**src/rtl/dtmr_pkg.sv**
```systemverilog
package dtmr_pkg;
    localparam int CNT_W = 8;
    localparam int NIB_W = 4;
    localparam int NCH   = 2;
    localparam int SEL_W = 4;
    localparam int SEL_N = 1 << SEL_W;

    typedef enum logic {
        ST_HALT = 1'b0,
        ST_RUN  = 1'b1
    } run_state_t;

    typedef enum logic [3:0] {
        A_CTRL  = 4'd0,  A_MODE  = 4'd1,  A_CSEL0 = 4'd2,  A_CSEL1 = 4'd3,
        A_RLD0L = 4'd4,  A_RLD0H = 4'd5,  A_RLD1L = 4'd6,  A_RLD1H = 4'd7,
        A_CMP0L = 4'd8,  A_CMP0H = 4'd9,  A_CMP1L = 4'd10, A_CMP1H = 4'd11,
        A_CNT0L = 4'd12, A_CNT0H = 4'd13, A_CNT1L = 4'd14, A_CNT1H = 4'd15
    } reg_addr_t;
endpackage

```
**src/rtl/dtmr_tick_sel.sv**
```systemverilog
module dtmr_tick_sel
    import dtmr_pkg::*;
#(
    parameter int NUM_TAPS = 12
) (
    input  logic                clk,
    input  logic                rst_n,
    input  logic [NUM_TAPS-1:0] taps_i,
    input  logic [SEL_W-1:0]    sel_i,
    output logic                tick_o
);
    logic [SEL_N-1:0] padded;

    // Codes beyond the supplied taps are tied off so they never count.
    for (genvar k = 0; k < SEL_N; k++) begin : g_pad
        if (k < NUM_TAPS) begin : g_used
            assign padded[k] = taps_i[k];
        end else begin : g_unused
            assign padded[k] = 1'b0;
        end
    end

    assign tick_o = padded[sel_i];

    assert_unused_code_R9: assert property (@(posedge clk) disable iff (!rst_n)
        (int'(sel_i) >= NUM_TAPS) |-> !tick_o);
endmodule

```
**src/rtl/dtmr_channel.sv**
```systemverilog
module dtmr_channel
    import dtmr_pkg::*;
(
    input  logic             clk,
    input  logic             rst_n,
    input  logic             run_wr_i,
    input  logic             run_val_i,
    input  logic             ld_i,
    input  logic             tick_i,
    input  logic [CNT_W-1:0] rld_i,
    input  logic [CNT_W-1:0] cmp_i,
    input  logic             pwm_i,
    output logic [CNT_W-1:0] cnt_o,
    output logic             run_o,
    output logic             uf_o,
    output logic             out_o
);
    run_state_t       state_q, state_d;
    logic [CNT_W-1:0] cnt_q;
    logic             uf_q, tog_q;

    // Run/stop state machine: START and STOP transitions on control writes.
    always_comb begin
        state_d = state_q;
        unique case (state_q)
            ST_HALT: if (run_wr_i && run_val_i)  state_d = ST_RUN;
            ST_RUN:  if (run_wr_i && !run_val_i) state_d = ST_HALT;
        endcase
    end

    always_ff @(posedge clk) begin
        if (!rst_n) state_q <= ST_HALT;
        else        state_q <= state_d;
    end

    // Counter, underflow pulse and toggle, driven by the current state.
    always_ff @(posedge clk) begin
        if (!rst_n) begin
            cnt_q <= '0;
            uf_q  <= 1'b0;
            tog_q <= 1'b0;
        end else begin
            uf_q <= 1'b0;
            if (ld_i) begin
                cnt_q <= rld_i;
            end else if (state_q == ST_RUN && tick_i) begin
                if (cnt_q == '0) begin
                    cnt_q <= rld_i;
                    uf_q  <= 1'b1;
                    tog_q <= ~tog_q;
                end else begin
                    cnt_q <= cnt_q - 1'b1;
                end
            end
        end
    end

    assign cnt_o = cnt_q;
    assign run_o = (state_q == ST_RUN);
    assign uf_o  = uf_q;
    assign out_o = pwm_i ? (cnt_q <= cmp_i) : tog_q;

    assert_halt_hold_R3: assert property (@(posedge clk) disable iff (!rst_n)
        (state_q == ST_HALT && !ld_i) |=> (cnt_q == $past(cnt_q)));
    assert_step_down_R3: assert property (@(posedge clk) disable iff (!rst_n)
        (state_q == ST_RUN && tick_i && !ld_i && cnt_q != '0) |=> (cnt_q == $past(cnt_q) - 1'b1));
    assert_load_strobe_R4: assert property (@(posedge clk) disable iff (!rst_n)
        ld_i |=> (cnt_q == $past(rld_i) && !uf_q));
    assert_uf_reload_R5: assert property (@(posedge clk) disable iff (!rst_n)
        uf_q |-> (cnt_q == $past(rld_i)));
    assert_toggle_R6: assert property (@(posedge clk) disable iff (!rst_n)
        uf_q |-> (tog_q != $past(tog_q)));
endmodule

```
**src/rtl/dtmr_regfile.sv**
```systemverilog
module dtmr_regfile
    import dtmr_pkg::*;
(
    input  logic                       clk,
    input  logic                       rst_n,
    input  logic                       wr_i,
    input  logic [3:0]                 addr_i,
    input  logic [NIB_W-1:0]           wdata_i,
    output logic [NIB_W-1:0]           rdata_o,
    input  logic [NCH-1:0][CNT_W-1:0]  cnt_i,
    input  logic [NCH-1:0]             run_i,
    output logic [NCH-1:0][CNT_W-1:0]  rld_o,
    output logic [NCH-1:0][CNT_W-1:0]  cmp_o,
    output logic [NCH-1:0][SEL_W-1:0]  sel_o,
    output logic [NCH-1:0]             pwm_o,
    output logic                       chsel_o,
    output logic                       oen_o,
    output logic [NCH-1:0]             ld_o,
    output logic                       run_wr_o,
    output logic [NCH-1:0]             run_val_o
);
    reg_addr_t a;
    assign a = reg_addr_t'(addr_i);

    always_ff @(posedge clk) begin
        if (!rst_n) begin
            rld_o   <= '0;
            cmp_o   <= '0;
            sel_o   <= '0;
            pwm_o   <= '0;
            chsel_o <= 1'b0;
            oen_o   <= 1'b0;
        end else if (wr_i) begin
            case (a)
                A_MODE: begin
                    pwm_o   <= wdata_i[1:0];
                    chsel_o <= wdata_i[2];
                    oen_o   <= wdata_i[3];
                end
                A_CSEL0: sel_o[0]        <= wdata_i;
                A_CSEL1: sel_o[1]        <= wdata_i;
                A_RLD0L: rld_o[0][3:0]   <= wdata_i;
                A_RLD0H: rld_o[0][7:4]   <= wdata_i;
                A_RLD1L: rld_o[1][3:0]   <= wdata_i;
                A_RLD1H: rld_o[1][7:4]   <= wdata_i;
                A_CMP0L: cmp_o[0][3:0]   <= wdata_i;
                A_CMP0H: cmp_o[0][7:4]   <= wdata_i;
                A_CMP1L: cmp_o[1][3:0]   <= wdata_i;
                A_CMP1H: cmp_o[1][7:4]   <= wdata_i;
                default: ;
            endcase
        end
    end

    // Control address: run bits go to the channel state machines, strobes are pulses.
    assign run_wr_o  = wr_i && (a == A_CTRL);
    assign run_val_o = wdata_i[1:0];
    for (genvar i = 0; i < NCH; i++) begin : g_ld
        assign ld_o[i] = run_wr_o && wdata_i[2+i];
    end

    always_comb begin
        unique case (a)
            A_CTRL:  rdata_o = {2'b00, run_i};
            A_MODE:  rdata_o = {oen_o, chsel_o, pwm_o};
            A_CSEL0: rdata_o = sel_o[0];
            A_CSEL1: rdata_o = sel_o[1];
            A_RLD0L: rdata_o = rld_o[0][3:0];
            A_RLD0H: rdata_o = rld_o[0][7:4];
            A_RLD1L: rdata_o = rld_o[1][3:0];
            A_RLD1H: rdata_o = rld_o[1][7:4];
            A_CMP0L: rdata_o = cmp_o[0][3:0];
            A_CMP0H: rdata_o = cmp_o[0][7:4];
            A_CMP1L: rdata_o = cmp_o[1][3:0];
            A_CMP1H: rdata_o = cmp_o[1][7:4];
            A_CNT0L: rdata_o = cnt_i[0][3:0];
            A_CNT0H: rdata_o = cnt_i[0][7:4];
            A_CNT1L: rdata_o = cnt_i[1][3:0];
            A_CNT1H: rdata_o = cnt_i[1][7:4];
        endcase
    end
endmodule

```
**src/rtl/dual_reload_timer.sv**
```systemverilog
module dual_reload_timer
    import dtmr_pkg::*;
#(
    parameter int NUM_TAPS = 12
) (
    input  logic                clk,
    input  logic                rst_n,
    input  logic                bus_wr,
    input  logic [3:0]          bus_addr,
    input  logic [3:0]          bus_wdata,
    output logic [3:0]          bus_rdata,
    input  logic [NUM_TAPS-1:0] tap_en,
    output logic [1:0]          underflow,
    output logic                shared_out
);
    logic [NCH-1:0][CNT_W-1:0] cnt, rld, cmp;
    logic [NCH-1:0][SEL_W-1:0] sel;
    logic [NCH-1:0]            pwm, ld, run, run_val, tick, uf, tout;
    logic                      chsel, oen, run_wr;

    dtmr_regfile u_regs (
        .clk(clk), .rst_n(rst_n), .wr_i(bus_wr), .addr_i(bus_addr),
        .wdata_i(bus_wdata), .rdata_o(bus_rdata), .cnt_i(cnt), .run_i(run),
        .rld_o(rld), .cmp_o(cmp), .sel_o(sel), .pwm_o(pwm), .chsel_o(chsel),
        .oen_o(oen), .ld_o(ld), .run_wr_o(run_wr), .run_val_o(run_val)
    );

    for (genvar i = 0; i < NCH; i++) begin : g_ch
        dtmr_tick_sel #(.NUM_TAPS(NUM_TAPS)) u_tick (
            .clk(clk), .rst_n(rst_n), .taps_i(tap_en), .sel_i(sel[i]), .tick_o(tick[i])
        );
        dtmr_channel u_ch (
            .clk(clk), .rst_n(rst_n), .run_wr_i(run_wr), .run_val_i(run_val[i]),
            .ld_i(ld[i]), .tick_i(tick[i]), .rld_i(rld[i]), .cmp_i(cmp[i]),
            .pwm_i(pwm[i]), .cnt_o(cnt[i]), .run_o(run[i]), .uf_o(uf[i]), .out_o(tout[i])
        );
    end

    assign underflow  = uf;
    assign shared_out = oen && (chsel ? tout[1] : tout[0]);

    assert_pin_off_R8: assert property (@(posedge clk) disable iff (!rst_n)
        !oen |-> !shared_out);
endmodule

```
**config.mk**
```make
export PLATFORM = sky130hd
export DESIGN_NAME = dual_reload_timer
export DESIGN_NICKNAME = d
export VERILOG_FILES = /design/src/rtl/dtmr_pkg.sv /design/src/rtl/dtmr_tick_sel.sv /design/src/rtl/dtmr_channel.sv /design/src/rtl/dtmr_regfile.sv /design/src/rtl/dual_reload_timer.sv
export SDC_FILE = /design/constraint.sdc
export NUM_CORES = 1
export LEC_CHECK = 0
export BUFFER_PORTS_ARGS = -buffer_cell sky130_fd_sc_hd__buf_4
export CORE_MARGIN = 4
export CORE_UTILIZATION = 65
export CTS_CLUSTER_SIZE = 30
export DETAILED_ROUTE_END_ITERATION = 10
export GPL_ROUTABILITY_DRIVEN = 0
export GPL_TIMING_DRIVEN = 1
export PLACE_DENSITY = 0.86
export SLEW_MARGIN = 20
export SYNTH_ARGS = -nofsm -noshare
export SYNTH_HDL_FRONTEND = slang
export SYNTH_SLANG_ARGS = --single-unit
```
**constraint.sdc**
```tcl
create_clock -name clk -period 4.9 [get_ports clk]
set_input_delay 0.49 -clock clk [delete_from_list [all_inputs] [get_ports clk]]
set_output_delay 0.49 -clock clk [all_outputs]
set_load 0.005 [all_outputs]
```
==> results by group, run 1 <==
Global route
  – Largest net degree at the start of global routing: 65
  – Initial antenna violation count: 0
  – GRT Overall Usage: 32.04%
  – GR Layer Usage met1: 42.33%
  – Number of global-route vias before repair: 3,845
  – Most Used Layer, Global Route: met2
  – First-pass GRT wire length: 19,330 um
  – Met2 Use GR: 49.60%
  – Gr ovfl total: 0
  – Grt met3 use: 8.566%

Min path
  – Hold_sp: rst_n
  – Hold Path Class: input port to flip-flop
  – Worst Hold Path EP: g_ch[1].u_ch.cnt_o[6]
  – Min-Delay Path Depth: 2

Clock tree
  – Clock root buffer master: clkbuf_8
  – CTS resizes: 0
  – Worst-path clk slew: 0.08 ns
  – CTS tree: done
  – CTS Sinks: 66
  – TritonCTS buffer count: 9
  – Clock Latency Late Sink: 0.35 ns
  – Number of post-CTS setup repair buffers: 0
  – Max Buffers Root-to-Sink: 2
  – Hold_buf cts: 0
  – CTS HTree Levels: 3

Logic synthesis
  – Synth Cell Area: 4245 um2
  – Area share of the largest cell type after synthesis: 31.12%
  – Sequential share of the synthesized area: 31.12%
  – Post-synth EDFFs: 0
  – Asr flop ratio synth: 0%
  – #FFs+latches synth: 66
  – Synth Flop Type: dfxtp_1
  – Syn_nets: 560
  – Most common cell in the netlist: nor2_1
  – Synth cell types: 64
  – Syn avg cell area: 8.211 um2
  – Synthesis warning total: 0
  – Top cells by count, synth: nor2_1, dfxtp_1, mux2i_1
  – Area contributors post-synth: dfxtp_1, mux2i_1, nor2_1
  – Post-synth top area cell: dfxtp_1
  – Post-Synthesis Cells: 517

STA
  – Final Setup Violations: 0
  – Setup TNS Final: 0 ns
  – Final Hold Violating Endpoints: 0
  – Fin crit period: 2.701 ns
  – Skew final: 0.01055 ns
  – Fin crit share: 55.13%
  – Top achievable clock speed: 370.2 MHz
  – Slew Limit Fails: 0
  – RSZ-0062 raised after global routing: no
  – Max_slew headroom: 40.78%
  – Worst-margin pin slew: 0.8883 ns

Die
  – Core box area: 6350 um2
  – IO Pins: 30
  – Die ar.: 7888 um2
  – Die W: 88.82 um
  – Row count: 29
  – Die height: 88.82 um
  – Initial core utilization: 66.86%

Setup path
  – Worst reg-to-reg setup slack: 2.32 ns
  – Crit-path cells: ha_1, nor2b_1, o21ai_0, nand2b_1, a21oi_1, nor3_1, o32ai_1, buf_4
  – Crit Reg-Reg Endpoint: g_ch[0].u_ch.cnt_o[4]
  – Setup crit start kind: flip-flop
  – Worst setup EP type: output port
  – CP Class: flip-flop to output port
  – R2r worst-path depth: 6
  – Reg-to-reg startpoint: u_regs.sel_o[0]
  – Crit-path max cell delay: 0.53 ns
  – Arr. time, crit path: 2.21 ns
  – CP top delay family: compound AO/OA/AOI/OAI gates
  – Crit path depth: 8
  – Worst path required time: 4.41 ns
  – CP max-delay cell: dfxtp_1
  – Critical Path Fanout Max: 7
  – Worst path bufs/invs: 1

Placed design
  – Cell Count Post-Placement: 588
  – Port Buffers: 29
  – DP HPWL: 8469 um

Route
  – Drt first pass iters: 6
  – Starting DRT DRC Count: 678
  – Drt drc: 0
  – Post-Route WL: 12,010 um
  – DR vias: 4,127
  – Vias per cell: 6.833
  – Final ANT Viol Nets: 0
  – Routed WL per cell: 19.89 um

Flow run
  – Max-capacitance violation count: 0

Final layout
  – Antenna Cells: 0
  – Synth-to-layout area growth: 8.282%
  – Multi-input gate area: 2666 um2
  – Fin cells: 604
  – Fill count: 489
  – FF/Latch Area: 1321 um2
  – Layout cells sized above 1: 11.57%
  – Layout Nets: 565

Power
  – Worst vdd ir: 0.2507 mV
  – Leak: 1.798 nW
  – Pwr Total: 0.001131 W
  – Cell Pwr Density: 246.0 nW/um2

Outcome
  – Status: completed
-- flip-flops by register name, indices dropped and copies added, names as in the netlist, named ones only --
signal,flops
u_regs.chsel_o,1
u_regs.pwm_o,2
g_ch.u_ch.tog_q,2
u_regs.oen_o,1
g_ch.u_ch.cnt_o,16
u_regs.cmp_o,16
u_regs.rld_o,16
g_ch.u_ch.uf_o,2
u_regs.sel_o,8
-- power breakdown --
part	switching (W)	internal, W	total (W)
Sequential	0.00000624	0.000541	0.000547
Combinational	0.0000678	0.0000392	0.000107
Clock	0.000216	0.000260	0.000476
Total	0.000290	0.000840	0.00113
-- logic make-up after synthesis --
family | Yosys count | share of synthesized area, %
mux | 51 | 14.00
flops | 66 | 31.12
xor+xnor | 2 | 0.4127
fa+ha+maj | 20 | 5.894
compound gates | 133 | 22.05
buf+inv | 59 | 6.071
simple gates | 186 | 20.45
-- through the flow --
step                worst slack, ns  instance area, um2  utilization (%)  hold WS (ns)
floorplan                     2.604                4245                -        0.4576
global placement              2.411                4392            69.16        0.4762
detailed placement            2.289                4392            69.16        0.4759
CTS                           2.200                4596            72.37        0.4541
global route                  1.984                4597            72.39        0.4642
finish                        2.199                4597            72.39        0.4658
-- routing by layer --
layer	vias up	wire length, um
met5	-	0
met4	0	435
met3	58	1186
met2	259	5422
met1	1918	4971
li1	1892	-
-- cell type report --
type	instances	area share [%]
clock inverter	5	1.143
multi-input combinational	392	58.00
sequential	66	28.74
timing repair buffer	29	4.736
inverter	24	1.987
clock buffer	11	3.293
tap	77	2.096
-- cells in the final DEF, fill, tap and decap left out, drive strengths merged, types with 10 or more instances in the layout --
cell and n:
nor2 76, dfxtp 66, mux2i 44, nand2 41, a21oi 41, buf 29, inv 22, o21ai 22
ha 20, nand3 13, clkbuf 11, nor2b 10
-- worst reg2reg max path, cell delays in order (launching register included) --
cell	delay, ns
dfxtp_1	0.46
mux4_1	0.60
and4b_1	0.21
a41oi_2	0.32
and2_1	0.55
o21ai_0	0.19
a21oi_1	0.16
-- worst max-delay path by stage --
stage                                     start                     to  slack (ns)
after floorplan                     bus_addr[1]           bus_rdata[0]        2.60
after global placement                tap_en[9]  g_ch[0].u_ch.cnt_o[0]        2.41
after detailed placement              tap_en[9]  g_ch[0].u_ch.cnt_o[4]        2.29
after CTS                 g_ch[1].u_ch.cnt_o[1]             shared_out        2.20
after global routing      g_ch[1].u_ch.cnt_o[1]             shared_out        1.98
final                     g_ch[1].u_ch.cnt_o[1]             shared_out        2.20
Power figures use the tool's default switching activity.
==> run 2, diff against run 1 <==
--- a/config.mk
+++ b/config.mk
@@ -7,12 +7,12 @@
 export LEC_CHECK = 0
 export BUFFER_PORTS_ARGS = -buffer_cell sky130_fd_sc_hd__buf_4
 export CORE_MARGIN = 4
-export CORE_UTILIZATION = 65
+export CORE_UTILIZATION = 55
 export CTS_CLUSTER_SIZE = 30
 export DETAILED_ROUTE_END_ITERATION = 10
 export GPL_ROUTABILITY_DRIVEN = 0
 export GPL_TIMING_DRIVEN = 1
-export PLACE_DENSITY = 0.86
+export PLACE_DENSITY = 0.78
 export SLEW_MARGIN = 20
 export SYNTH_ARGS = -nofsm -noshare
 export SYNTH_HDL_FRONTEND = slang
==> constraint.sdc (replaced) <==
create_clock -name clk -period 2.45 [get_ports clk]
set_input_delay 0.245 -clock clk [delete_from_list [all_inputs] [get_ports clk]]
set_output_delay 0.245 -clock clk [all_outputs]
set_load 0.005 [all_outputs]
==> results by group, run 2 (synthesis results as in run 1) <==
Outcome
  – Status: completed

Final layout
  – Layout cells sized above 1: 14.04% (+2.5 points)
  – Multi-input gate area: 2678 um2 (+0.42%)
  – FF/Latch Area: 1328 um2 (+0.47%)
  – Fin cells: 633 (+4.8%)
  – Antenna Cells: 0 (unchanged)
  – Layout Nets: 572 (+1.2%)
  – Most common cell after layout, fill and taps aside: nor2_1
  – Synth-to-layout area growth: 10.88%
  – Most frequent cells in the layout: nor2_1, dfxtp_1, mux2i_1
  – Fill count: 636 (+30%)

Setup path
  – Arr. time, crit path: 2.13 ns (-0.08 ns)
  – CP Class: flip-flop to output port
  – Setup crit start kind: flip-flop
  – Worst setup EP type: output port
  – Critical Path Fanout Max: 6 (-1)
  – Worst path required time: 2.20 ns (-2.21 ns)

Clock tree
  – Number of post-CTS setup repair buffers: 0 (unchanged)
  – TritonCTS buffer count: 9 (unchanged)
  – Worst-path clk slew: 0.07 ns (about the same)
  – CTS Sinks: 66 (unchanged)
  – CTS tree: done
  – CTS HTree Levels: 3 (unchanged)
  – Max Buffers Root-to-Sink: 2 (unchanged)
  – Clock root buffer master: clkbuf_8
  – Clock Latency Late Sink: 0.36 ns (about the same)

STA
  – Fin crit share: 97.12%
  – Final Setup Violations: 0 (unchanged)
  – Max_slew headroom: 47.52% (+6.7 points)
  – Top achievable clock speed: 420.3 MHz
  – Fin crit period: 2.379 ns
  – Final Hold Violating Endpoints: 0 (unchanged)
  – Worst hold slack: 0.2228 ns (-0.2430 ns)
  – Worst-margin pin slew: 0.7860 ns (-0.1023 ns)
  – Skew final: 0.01437 ns (+0.003815 ns)
  – Slew Limit Fails: 0 (unchanged)

Die
  – Die height: 95.86 um (+7.9%)
  – Die W: 95.86 um (+7.9%)
  – Core box area: 7370 um2 (+16%)
  – Initial core utilization: 57.61% (-9.3 points)
  – IO Pins: 30 (unchanged)
  – Row count: 31 (+6.9%)
  – Die ar.: 9188 um2 (+16%)

Route
  – Drt first pass iters: 5 (-1)
  – DR vias: 4,046 (-2.0%)
  – Post-Route WL: 12,380 um (+3.0%)
  – Vias per cell: 6.392 (-6.5%)
  – Drt drc: 0 (unchanged)
  – Final ANT Viol Nets: 0 (unchanged)
  – Starting DRT DRC Count: 553 (-18%)
  – Routed WL per cell: 19.55 um (-1.7%)

Power
  – Leak: 1.840 nW (+2.3%)
  – Worst vdd ir: 0.3534 mV (+41%)
  – Reg power frac: 46.9% (-1.5 points)
  – Switching pwr: 0.0006001 W (+110%)
  – Clock share of power: 43.7% (+1.6 points)
  – Cell Pwr Density: 495.9 nW/um2 (+100%)
  – Sw Ratio: 25.71% (+0.037 points)
  – Cell internal pwr: 0.001734 W (+110%)
  – Combinational power share: 9.4% (about the same)

Placed design
  – DP HPWL: 8856 um (+4.6%)
  – Cell Count Post-Placement: 617 (+4.9%)
  – Port Buffers: 29 (unchanged)

Global route
  – First-pass GRT wire length: 19,670 um (+1.8%)
  – Initial antenna violation count: 0 (unchanged)
  – Number of global-route vias before repair: 3,783 (-1.6%)
  – Gr ovfl total: 0 (unchanged)
  – Largest net degree at the start of global routing: 45 (-31%)
  – GRT Overall Usage: 28.35% (-3.7 points)

Min path
  – Hold Path Class: input port to flip-flop

Flow run
  – Max-capacitance violation count: 0 (unchanged)
run 2: path summary, 6_finish.rpt:
check	start	endpoint	slack (ns)	cells past startpoint
worst max register to register	u_regs.sel_o[0]	g_ch[0].u_ch.cnt_o[0]	0.18	7
worst min register to register	u_regs.cmp_o[1]	u_regs.cmp_o[1]	0.51	2
worst max-delay path	g_ch[0].u_ch.cnt_o[1]	shared_out	0.07	8
worst min-delay path	rst_n	g_ch[1].u_ch.cnt_o[6]	0.22	2
run 2: routing by layer:
metal / up-vias / wire [um] / global-route usage (%)
met2: 182 / 5736 / 43.37
li1: 1905 / - / -
met4: 0 / 341 / 12.09
met5: - / 0 / 0
met3: 30 / 1030 / 6.880
met1: 1929 / 5265 / 38.02
run 2: area by class of cell:
class                   count  share of cell area, %
clock buffers               9                  2.632
clock inverters             7                  1.994
inverters                  24                  1.914
multi-input cells         392                  56.88
flip-flops and latches     66                  28.20
well taps                  99                  2.632
repair buffers             36                  5.742
run 2: worst max-delay path, stage by stage (launching register included):
cell and delay [ns]:
dfxtp_2 0.36, ha_1 0.32, nor2b_1 0.14, o21a_1 0.17, o21a_1 0.16, o21bai_1 0.19, a21oi_2 0.13, o32ai_2 0.15
buf_4 0.15
run 2: metrics by stage:
| step | power [W] | instance area [um2] | utilization, % | setup TNS [ns] | setup WS [ns] |
|---|---|---|---|---|---|
| final | 0.002334 | 4707 | 63.87 | 0 | 0.07055 |
| after global routing | 0.002419 | 4707 | 63.87 | -0.03269 | -0.03269 |
| after CTS | 0.002338 | 4690 | 63.63 | 0 | 0.04422 |
| after detailed placement | 0.001332 | 4472 | 60.68 | 0 | 0.2271 |
| after global placement | 0.001327 | 4472 | 60.68 | 0 | 0.2926 |
| after floorplan | 0.001253 | 4245 | - | 0 | 0.4791 |
run 2: what timing repair did:
action / in CTS / in global routing
hold buffers: 0 / 0
gates resized for setup: 0 / 8
setup endpoints to repair: 0 / 1
run 2: power by group through the flow:
stage          clock (W)  sequential, W  combinational [W]
2_1_floorplan          0        0.00111           0.000140
3_3_place_gp           0        0.00112           0.000209
3_5_place_dp           0        0.00112           0.000213
4_1_cts          0.00103        0.00109           0.000214
5_1_grt          0.00109        0.00110           0.000236
6_report         0.00102        0.00109           0.000220
==> run 3, diff against run 2 <==
--- a/config.mk
+++ b/config.mk
@@ -5,14 +5,14 @@
 export SDC_FILE = /design/constraint.sdc
 export NUM_CORES = 1
 export LEC_CHECK = 0
-export BUFFER_PORTS_ARGS = -buffer_cell sky130_fd_sc_hd__buf_4
+export BUFFER_PORTS_ARGS = -buffer_cell sky130_fd_sc_hd__buf_2
 export CORE_MARGIN = 4
-export CORE_UTILIZATION = 55
+export CORE_UTILIZATION = 61
 export CTS_CLUSTER_SIZE = 30
 export DETAILED_ROUTE_END_ITERATION = 10
 export GPL_ROUTABILITY_DRIVEN = 0
 export GPL_TIMING_DRIVEN = 1
-export PLACE_DENSITY = 0.78
+export PLACE_DENSITY = 0.81
 export SLEW_MARGIN = 20
 export SYNTH_ARGS = -nofsm -noshare
 export SYNTH_HDL_FRONTEND = slang
==> constraint.sdc (replaced) <==
create_clock -name clk -period 2.54 [get_ports clk]
set_input_delay 0.254 -clock clk [delete_from_list [all_inputs] [get_ports clk]]
set_output_delay 0.254 -clock clk [all_outputs]
set_load 0.005 [all_outputs]
==> results by group, run 3 (synthesis results as in run 1) <==
Outcome
  – Status: completed

Final layout
  – Antenna Cells: 0 (unchanged)
  – Layout cells sized above 1: 12.08% (-2.0 points)
  – Most frequent cells in the layout: nor2_1, dfxtp_1, mux2i_1
  – Fill count: 569 (-11%)
  – Layout Nets: 572 (unchanged)
  – Most common cell after layout, fill and taps aside: nor2_1
  – Synth-to-layout area growth: 7.014%

Route
  – Routed WL per cell: 19.54 um (about the same)
  – Vias per cell: 6.562 (+2.7%)
  – Post-Route WL: 12,240 um (-1.1%)
  – DR vias: 4,108 (+1.5%)
  – Final ANT Viol Nets: 0 (unchanged)
  – Starting DRT DRC Count: 599 (+8.3%)
  – Drt first pass iters: 7 (+2)
  – Drt drc: 0 (unchanged)

Flow run
  – Max-capacitance violation count: 0 (unchanged)

Placed design
  – DP HPWL: 9016 um (+1.8%)
  – Pre-CTS setup slack: 0.3418 ns (+0.1147 ns)
  – Port Buffers: 29 (unchanged)

Setup path
  – CP Class: flip-flop to output port
  – Arr. time, crit path: 2.16 ns (+0.03 ns)
  – Worst setup EP type: output port
  – Worst path required time: 2.29 ns (+0.09 ns)
  – Setup crit start kind: flip-flop
  – Critical Path Fanout Max: 6 (unchanged)

Power
  – Cell internal pwr: 0.001470 W (-15%)
  – Cell Pwr Density: 435.2 nW/um2 (-12%)
  – Reg power frac: 53.4% (+6.5 points)
  – Clock share of power: 36.5% (-7.2 points)
  – Leak: 1.783 nW (-3.1%)
  – Switching pwr: 0.0005072 W (-15%)
  – Worst vdd ir: 0.2830 mV (-20%)
  – Sw Ratio: 25.65% (-0.053 points)
  – Combinational power share: 10.1% (+0.7 points)

Die
  – Die W: 91.43 um (-4.6%)
  – IO Pins: 30 (unchanged)
  – Die height: 91.43 um (-4.6%)
  – Row count: 30 (-3.2%)
  – Core box area: 6794 um2 (-7.8%)
  – Die ar.: 8359 um2 (-9.0%)
  – Initial core utilization: 62.49% (+4.9 points)

Global route
  – GRT Overall Usage: 30.06% (+1.7 points)
  – GR Layer Usage met1: 39.80% (+1.8 points)
  – Grt met3 use: 7.042% (+0.16 points)
  – Most Used Layer, Global Route: met2
  – Gr ovfl total: 0 (unchanged)
  – Initial antenna violation count: 0 (unchanged)
  – First-pass GRT wire length: 19,970 um (+1.5%)
  – Met2 Use GR: 47.17% (+3.8 points)
  – Largest net degree at the start of global routing: 30 (-33%)
  – Number of global-route vias before repair: 3,872 (+2.4%)

STA
  – PnR worst setup slack: 0.1252 ns (+0.05468 ns)
  – Top achievable clock speed: 414.1 MHz
  – Worst-margin pin slew: 0.6115 ns (-0.1745 ns)
  – Fin crit share: 95.07%
  – RSZ-0062 raised after global routing: no
  – Skew final: 0.006160 ns (-0.008209 ns)
  – Setup TNS Final: 0 ns (unchanged)
  – Final Hold Violating Endpoints: 0 (unchanged)
  – Max_slew headroom: 59.23% (+12 points)
  – Slew Limit Fails: 0 (unchanged)
  – Final Setup Violations: 0 (unchanged)
  – Fin crit period: 2.415 ns

Clock tree
  – Worst-path clk slew: 0.07 ns (about the same)
  – CTS tree: done
  – Clock Latency Late Sink: 0.34 ns (-0.02 ns)
  – Clock root buffer master: clkbuf_8
  – TritonCTS buffer count: 9 (unchanged)
  – Hold_buf cts: 0 (unchanged)
  – CTS Sinks: 66 (unchanged)
  – CTS HTree Levels: 3 (unchanged)
  – Max Buffers Root-to-Sink: 2 (unchanged)
  – Number of post-CTS setup repair buffers: 0 (unchanged)

Min path
  – Hold Path Class: input port to flip-flop
## run 3: cell count changes in the layout (fill, tap and decap cells not counted), sizes merged
cell / change
bufinv: -2
clkbuf: +2
clkinv: -2
clkinvlp: -2
## run 3: what timing repair did
item / 4_1_cts / 5_1_grt
gates resized for setup: 0 / 1
endpoints found under the setup margin: 0 / 1
hold endpoints to repair: 0 / 0
## run 3: worst paths after layout
kind,end,slack (ns),from,cells past startpoint
setup reg to reg,g_ch[0].u_ch.cnt_o[0],0.31,u_regs.sel_o[0],7
hold reg to reg,u_regs.cmp_o[6],0.50,u_regs.cmp_o[6],2
setup / recovery,shared_out,0.13,g_ch[0].u_ch.cnt_o[1],8
hold / removal,g_ch[1].u_ch.cnt_o[6],0.28,rst_n,2
## run 3: cell type report
class / count / area, um2 / area share [%]
multi-input cells: 392 / 2666 / 58.69
flip-flops and latches: 66 / 1323 / 29.11
repair buffers: 36 / 197.7 / 4.351
clock buffers: 11 / 141.4 / 3.112
well taps: 96 / 120.1 / 2.644
inverters: 24 / 90.09 / 1.983
clock inverters: 1 / 5.005 / 0.1102
## run 3: routing by layer
metal,up-vias,wire length [um],part of all wire (%)
met2,273,5670,46
met4,0,395,3.2
met5,-,0,0
met1,1893,4791,39
met3,42,1377,11
li1,1900,-,-
## run 3: per-stage QoR
step	util [%]	std cells	hold WS (ns)	power, W	cell area (um2)
2_1_floorplan	-	517	0.4012	0.001209	4245
3_3_place_gp	64.70	614	0.4784	0.001269	4395
3_5_place_dp	64.70	614	0.4963	0.001273	4395
4_1_cts	66.85	626	0.2693	0.001977	4542
5_1_grt	66.87	626	0.2792	0.002045	4543
6_report	66.87	626	0.2788	0.001977	4543
## run 3: power by group through the flow
stage | sequential, W | combinational, W | clock [W]
2_1_floorplan | 0.00107 | 0.000135 | 0
3_3_place_gp | 0.00108 | 0.000190 | 0
3_5_place_dp | 0.00108 | 0.000194 | 0
4_1_cts | 0.00106 | 0.000194 | 0.000726
5_1_grt | 0.00106 | 0.000215 | 0.000773
6_report | 0.00106 | 0.000199 | 0.000721
## run 3: critical path: stages, from the launching register on
cell and delay (ns):
dfxtp_1 0.48, ha_1 0.29, nor2b_1 0.14, o21a_1 0.17, o21a_1 0.16, o21bai_1 0.12
a21oi_1 0.14, o32ai_1 0.16, buf_2 0.16
